## src/rtl/pcm_peak_meter.sv

```systemverilog
module pcm_peak_meter #(
  parameter int W          = 16,
  parameter int TW         = 24,
  parameter int IDLE_LIMIT = 1024
) (
  input  logic          clk,
  input  logic          rst_n,
  input  logic [1:0]    pk_mode,
  input  logic          mute,
  input  logic          smp_valid,
  input  logic [W-1:0]  smp_left,
  input  logic [W-1:0]  smp_right,
  input  logic          sq_valid,
  input  logic          sq_crc_ok,
  input  logic [TW-1:0] sq_abs_time,
  input  logic [TW-1:0] sq_rel_time,
  input  logic          rd_clk,
  output logic          ser_out
);
  localparam int FRAME = 96;
  localparam int PAD   = FRAME - 2*TW - W - 1;
  localparam int CW    = $clog2(FRAME + 1);
  localparam int IW    = $clog2(IDLE_LIMIT + 1);
  localparam logic [CW-1:0] LAST = CW'(FRAME);

  function automatic logic [W-1:0] mag(input logic [W-1:0] s);
    if (!s[W-1])                    mag = s;
    else if (s == {1'b1, {(W-1){1'b0}}}) mag = {1'b0, {(W-1){1'b1}}};
    else                            mag = -s;
  endfunction

  // peak tracking
  logic [W-1:0]  peak_q, mag_l, mag_r, mag_max;
  logic [TW-1:0] abs_q, rel_q;
  logic          pend_q, clr, upd, take;

  assign clr     = (pk_mode == 2'b00) || mute;
  assign mag_l   = mag(smp_left);
  assign mag_r   = mag(smp_right);
  assign mag_max = (mag_l > mag_r) ? mag_l : mag_r;
  assign upd     = smp_valid && !clr && (mag_max > peak_q);
  assign take    = sq_valid && sq_crc_ok;

  always_ff @(posedge clk or negedge rst_n)
    if (!rst_n) begin
      peak_q <= '0;
      pend_q <= 1'b0;
    end else if (clr) begin
      peak_q <= '0;
      pend_q <= 1'b0;
    end else begin
      if (upd) peak_q <= mag_max;
      pend_q <= (pend_q && !take) || upd;
    end

  always_ff @(posedge clk or negedge rst_n)
    if (!rst_n) begin
      abs_q <= '0;
      rel_q <= '0;
    end else if (take) begin
      rel_q <= sq_rel_time;
      if (pend_q && !clr) abs_q <= sq_abs_time;
    end

  // read clock sync and serial shifter
  logic [2:0]       rd_s;
  logic             fall_e, rise_e, busy;
  logic [CW-1:0]    cnt_q;
  logic [IW-1:0]    idle_q;
  logic [FRAME-1:0] sh_q, frame;

  assign fall_e = rd_s[2] && !rd_s[1];
  assign rise_e = !rd_s[2] && rd_s[1];
  assign busy   = cnt_q != '0;
  assign frame  = {abs_q, rel_q, peak_q, {PAD{1'b0}}, 1'b0};
  assign ser_out = busy && sh_q[FRAME-1];

  always_ff @(posedge clk or negedge rst_n)
    if (!rst_n) rd_s <= '1;
    else        rd_s <= {rd_s[1:0], rd_clk};

  always_ff @(posedge clk or negedge rst_n)
    if (!rst_n) begin
      cnt_q  <= '0;
      sh_q   <= '0;
      idle_q <= '0;
    end else begin
      if (busy && rd_s[1] && !rise_e) idle_q <= idle_q + 1'b1;
      else                            idle_q <= '0;
      if (fall_e) begin
        if (!busy) begin
          sh_q  <= frame;
          cnt_q <= CW'(1);
        end else if (cnt_q < LAST) begin
          sh_q  <= sh_q << 1;
          cnt_q <= cnt_q + 1'b1;
        end
      end else if (rise_e && cnt_q == LAST) begin
        cnt_q <= '0;
      end else if (idle_q == IW'(IDLE_LIMIT)) begin
        cnt_q <= '0;
      end
    end

  p_peak_mono_r1: assert property (@(posedge clk) disable iff (!rst_n)
    !clr |=> peak_q >= $past(peak_q));
  p_sat_r2: assert property (@(posedge clk) disable iff (!rst_n)
    !peak_q[W-1]);
  p_clear_r4: assert property (@(posedge clk) disable iff (!rst_n)
    clr |=> (peak_q == '0) && !pend_q);
  p_abs_hold_r5: assert property (@(posedge clk) disable iff (!rst_n)
    !(pend_q && take) |=> $stable(abs_q));
  p_rel_hold_r6: assert property (@(posedge clk) disable iff (!rst_n)
    !take |=> $stable(rel_q));
  p_frozen_r8: assert property (@(posedge clk) disable iff (!rst_n)
    (busy && !fall_e) |=> $stable(sh_q));
  p_count_r8: assert property (@(posedge clk) disable iff (!rst_n)
    cnt_q <= LAST);
  p_idle_low_r9: assert property (@(posedge clk) disable iff (!rst_n)
    (!busy && !fall_e) |=> !ser_out);
endmodule

```

## config.mk

```make
export PLATFORM = sky130hd
export DESIGN_NAME = pcm_peak_meter
export DESIGN_NICKNAME = d
export VERILOG_FILES = /design/src/rtl/pcm_peak_meter.sv
export SDC_FILE = /design/constraint.sdc
export NUM_CORES = 1
export LEC_CHECK = 0
export ABC_AREA = 1
export BUFFER_PORTS_ARGS = -buffer_cell sky130_fd_sc_hd__buf_2
export CAP_MARGIN = 30
export CORE_UTILIZATION = 55
export CTS_CLUSTER_SIZE = 25
export DETAILED_ROUTE_END_ITERATION = 6
export GPL_ROUTABILITY_DRIVEN = 0
export PLACE_DENSITY = 0.85
export SETUP_SLACK_MARGIN = 0.1
export SYNTH_ARGS = -nofsm -noshare
export SYNTH_HDL_FRONTEND = slang
export SYNTH_SLANG_ARGS = --single-unit
```

## constraint.sdc

```tcl
create_clock -name clk -period 2.82 [get_ports clk]
set_input_delay 0.564 -clock clk [delete_from_list [all_inputs] [get_ports clk]]
set_output_delay 0.564 -clock clk [all_outputs]
set_load 0.02 [all_outputs]
```

**After elaboration in Yosys (flattened, before gate mapping)**

Index checks and enable logic that the tools add are counted.

- Register bits after elaboration: 182
- Input bits: 89
- Output and inout bits: 1
- Logic and storage cells: 62

- Add/subtract/negate cells: 4
- Magnitude comparators: 3
- Equal/unequal tests: 6
- Multiplexer cells: 16
- Reductions and logical operators: 25

Operators by type and width:

| operator | number |
|---|---|
| 2-to-1 mux 96 bit | 2 |
| 2-to-1 mux 16 bit | 7 |
| 2-to-1 mux 7 bit | 5 |
| == test 16 bit, second input constant | 2 |
| greater-than comparator 16 bit | 2 |
| negation 16 bit | 2 |
| adder 11 x 1 -> 11 bit, second input constant | 1 |
| == test 11 bit, second input constant | 1 |
| logical AND 1 bit | 11 |
| 2-to-1 mux 11 bit | 1 |
| adder 7 x 1 -> 7 bit, second input constant | 1 |
| == test 7 bit, second input constant | 1 |
| less-than comparator 7 bit, second input constant | 1 |
| nonzero test 7 bit | 1 |
| AND reduction 2 bit | 3 |
| zero test 1 bit | 5 |
| inequality test 3 x 2 -> 1 bit, second input constant | 1 |
| nonzero test 3 bit | 1 |
| zero test 2 bit | 1 |
| logical OR 1 bit | 2 |
| inequality test 2 x 1 -> 1 bit, second input constant | 1 |
| nonzero test 2 bit | 1 |
| 2-to-1 mux 1 bit | 1 |

**Depth between registers and ports, before layout**

- Depth after elaboration: 9
- Mapped depth: 35
- Depth with buffers taken out: 33

**Worst setup path before layout**

Ideal clock, no wire load.

- Path kind: input -> register
- Start point: input port smp_right[1]
- End point: register peak_q[10]
- Setup time: 117 ps
- Arrival: 3,737 ps
- Required time: 2,703 ps
- Setup slack: -1,035 ps
- Stages: 28
- Buffers on the path: 2
- Path through: inv_1 ha_1 nand2_1 nor2_4 nand2_2 nor2_4 nand2_4 nand2_1 nor2_1 ha_1 a21oi_1 nand2_1 a21oi_1 nand2_2 nand2_4 buf_6 nand2_1 and2_1 ha_1 nand2_1 o21bai_1 a21oi_1 nor2_2 nand2_1 nand3_2 buf_6 nand3_1 nand2_1

- Cells in the longest elaborated chain, start to end: 8
- Elaborated cells on any way between the ends: 11
- Those cells by class: 1 x add/sub; 2 x order compare; 1 x eq/ne; 5 x mux; 2 x reduce/logical

Ends and longest elaborated chain:

| element | RTL line | text |
|---|---|---|
| from (decl) | 12 | `input logic [W-1:0] smp_right,` |
| negation 16 bit or == test 16 bit (tied branches) | 29, 28 |  |
| 2-to-1 mux 16 bit | 28 | `else if (s == {1'b1, {(W-1){1'b0}}}) mag = {1'b0, {(W-1){1'b1}}};` |
| 2-to-1 mux 16 bit * | 27 | `if (!s[W-1]) mag = s;` |
| greater-than comparator 16 bit | 40 | `assign mag_max = (mag_l > mag_r) ? mag_l : mag_r;` |
| 2-to-1 mux 16 bit * | 40 |  |
| greater-than comparator 16 bit | 41 | `assign upd = smp_valid && !clr && (mag_max > peak_q);` |
| logical AND 1 bit | 41 |  |
| nonzero test 2 bit (no line) | -- |  |
| to (signal assigned) | 52 | `if (upd) peak_q <= mag_max;` |
| to (decl) | 33 | `logic [W-1:0] peak_q, mag_l, mag_r, mag_max;` |

Every way passes the cells marked *; elsewhere a longest branch is shown, timed or not. The select of a mux whose other input is x is not followed.
A chain may end at the register's enable or synchronous reset.

**Worst setup path after layout**

- Start point: input port smp_left[1]
- End point: register peak_q[12]

- Cells in the longest elaborated chain, start to end: 8
- Elaborated cells on any way between the ends: 11
- Those cells by class: 1 x add/sub; 2 x order compare; 1 x eq/ne; 5 x mux; 2 x reduce/logical

Ends and longest elaborated chain:

| element | RTL line | text |
|---|---|---|
| from (decl) | 11 | `input logic [W-1:0] smp_left,` |
| negation 16 bit or == test 16 bit (tied branches) | 29, 28 |  |
| 2-to-1 mux 16 bit | 28 |  |
| 2-to-1 mux 16 bit * | 27 |  |
| greater-than comparator 16 bit | 40 |  |
| 2-to-1 mux 16 bit * | 40 |  |
| greater-than comparator 16 bit | 41 |  |
| logical AND 1 bit | 41 |  |
| nonzero test 2 bit (no line) | -- |  |

Marked as above.

==> impl_metrics.csv <==
group,metric,value,unit
sta,fin_ws,-1.91,ns
routing,finalWirelength,34700,um
power,sequentialPowerShare,0.378,
clock_network,clock_latency,0.44,ns
sta,tightestPinTransition,0.973,ns
floorplanning,coreArea,15400,sq um
clock_network,cts_tree,"done",
global_routing,grt_pass1_vias,9196,
global_routing,gr-usage-all-layers,0.339,
cells_and_area,final_common_cell,"nand2_1",
yosys,yosys_warnings,0,
sta,hold_ws,0.134,ns
sta,rsz0062_at_grt,"yes",
place,port_buffers,89,
global_routing,antenna_found_initial,0,
floorplanning,die_h,129,um
global_routing,grt_pass1_wl,43700,um
yosys,synth.distinct_cells,41,
worst_setup_path,cp_common_cell,"nand2_1",
sta,slew_viol_final,0,
clock_network,cts_sinks,150,
worst_setup_path,crit_arrival,5.09,ns
min_path,min_path_type,"input pin to asynchronous set/reset pin",
clock_network,cts.clk_slew.worst_paths,0.07,ns
yosys,syn_nets,1274,
floorplanning,die_w,129,um
power,switching_share,0.362,
power,pwr_density_cell,618,nW/um^2
cells_and_area,n_antenna_cell,0,
sta,fin_setup_tns,-30.75,ns
sta,min_period,4.73,ns
worst_setup_path,crit_fanout,8,
routing,wire_per_inst,21.7,um
floorplanning,ioPinCount,90,
power,vdd_drop_max,0.457,mV
power,power.leakage,6.00,nW
routing,vias_per_cell,6.35,
power,combPwrFrac,0.347,
place,dp_hpwl,14700,um
cells_and_area,ff_latch_area,3760,sq um
yosys,syn-cell-area,8850,sq um
cells_and_area,fin_nets,1504,
global_routing,grt_max_degree,71,
sta,hold_viol,0,
worst_setup_path,worstSetupPathType,"input pin to flop",
floorplanning,initial_core_util,0.573,
sta,fin_crit_sh,1.68,
sta,fin_worst_skew,0.0141,ns
clock_network,cts_buffer_depth,2,
clock_network,cts_buffers,17,
worst_setup_path,cp-end-kind,"flop",
sta,finalSetupViolations,17,
routing,remaining_drc_errors,7,
worst_setup_path,startpoint_type,"input pin",
yosys,yosysSeqAreaShare,0.425,
sta,slew_headroom,0.350,
sta,fmax,211,MHz
routing,ant_nets,0,
flow_run,max-cap-violations,0,
floorplanning,rows,45,
power,switching_power,2.80,mW
routing,dr.first_iter.drc_count,1412,
floorplanning,die_area,16600,sq um
routing,vias,10200,
global_routing,gr-total-overflow,0,
power,power_frac_clock,0.274,
cells_and_area,area_growth,41.3,%
worst_setup_path,required,3.18,ns
yosys,ys_ff_latch,150,
cells_and_area,drive_gt1_frac,0.396,
yosys,post_synth.cell_area_avg,7.71,sq um
yosys,netlist_instances,1147,
cells_and_area,fillers,791,
cells_and_area,multi_input_area,5570,sq um
outcome,violations,"design-rule violations, negative setup slack",
cells_and_area,most-common-layout-cells,"nand2_1, dfrtp_1, buf_4",
clock_network,ctsRootBufferMaster,"clkbuf_16",
worst_setup_path,worst_path_max_delay_cell,"a21oi_4",
power,internal_power,4.93,mW
outcome,status,"finished, violations left",
worst_setup_path,crit_path_max_incr_delay,0.34,ns
clock_network,htreeDepth,4,
routing,drt_first_pass_iters,7,
## per-stage QoR
step | power [mW] | cell area [sq um] | cells | utilization | setup slack, ns
finish | 7.73 | 12500 | 1601 | 0.810 | -1.91
CTS | 6.94 | 11700 | 1585 | 0.761 | -0.811
global route | 7.99 | 12500 | 1601 | 0.810 | -1.79
global placement | 4.50 | 10500 | 1533 | 0.678 | -1.35
detailed placement | 4.57 | 10500 | 1533 | 0.678 | -1.43
floorplan | 3.98 | 8990 | 1147 | - | -0.942
## cell type report
| type | count | share of cell area |
|---|---|---|
| well taps | 211 | 0.0211 |
| repair buffers | 254 | 0.153 |
| inverters | 107 | 0.0360 |
| clock inverters | 12 | 0.00761 |
| multi-input cells | 847 | 0.446 |
| flip-flops and latches | 150 | 0.301 |
| clock buffers | 20 | 0.0357 |
## power groups by stage
stage / sequential, mW / clock, mW / combinational, mW
final: 2.92 / 2.12 / 2.68
after detailed placement: 2.89 / 0 / 1.69
after CTS: 2.87 / 2.09 / 1.98
after floorplan: 2.81 / 0 / 1.16
after global routing: 2.95 / 2.21 / 2.83
after global placement: 2.87 / 0 / 1.62
## what timing repair did
action | CTS | global route
endpoints found under the setup margin | 17 | 17
pin swaps | 63 | 66
cloned | 4 | 0
gates resized for setup | 135 | 135
hold buffers | 0 | 0
setup buffers | 16 | 17
## registers in the layout, indices dropped and copies added (netlist names)
name	count
rel_q	24
abs_q	24
rd_s	3
idle_q	11
pend_q	1
cnt_q	7
sh_q	64
peak_q	16
## synth_stat cells (all sizes together)
cell	count	area, sq um
nand2	313	1210
nor2	154	673
dfrtp	147	3680
o21ai	140	704
inv	106	398
nand3	86	473
ha	38	475
a21oi	31	166
buf	31	248
mux2	24	270
and2	14	87.6
clkbuf	14	52.6
nor3	9	55.1
nand4	8	50.1
xor2	6	52.6
nand3b	5	37.5
nor3b	5	37.5
dfstp	3	78.8
nor4	3	25.0
o21bai	3	22.5
o21a	2	15.0
a21o	1	7.51
a31oi	1	6.26
clkinv	1	3.75
o32ai	1	8.76
xnor2	1	8.76
## path summary, 6_finish.rpt
kind	startpoint	end	slack (ns)	depth (start not counted)
min in group clk	rd_clk	rd_s[0]$_DFF_PN1_	0.24	1
max	smp_left[1]	peak_q[12]$_DFFE_PN0P_	-1.91	31
max reg2reg	peak_q[9]$_DFFE_PN0P_	peak_q[12]$_DFFE_PN0P_	0.46	11
max in group asynchronous	rst_n	rd_s[2]$_DFF_PN1_	1.93	2
min reg2reg	rd_s[0]$_DFF_PN1_	rd_s[1]$_DFF_PN1_	0.37	0
min	rst_n	sh_q[86]$_DFFE_PN0P_	0.13	1
## worst max-delay path: cells and delay by family
kind | cells | cell delay (ns)
simple gates | 20 | 2.37
buf+inv | 6 | 0.79
fa+ha+maj | 3 | 0.70
compound gates | 2 | 0.66
## cells by family (layout without fill, tap and decap cells)
| kind of cell | Yosys count | count (layout) | share of synthesized area |
|---|---|---|---|
| multiplexers | 24 | 24 | 0.0306 |
| adder cells (fa/ha/maj) | 38 | 38 | 0.0537 |
| AND/OR/NAND/NOR | 597 | 599 | 0.299 |
| flip-flops | 150 | 150 | 0.425 |
| AO/OA/AOI/OAI | 179 | 179 | 0.105 |
| XOR/XNOR | 7 | 7 | 0.00693 |
| buffers and inverters | 152 | 393 | 0.0793 |
## metal layers
layer  GRT usage  part of all wire  vias up  wire [um]
met5           0                 0        -          0
met4       0.228              0.10        0       3510
met3      0.0915              0.11      351       3940
met2       0.572              0.45      947      15700
met1       0.376              0.33     4698      11600
li1            -                 -     4175          -
No activity file was read; power rests on OpenSTA's default activity.
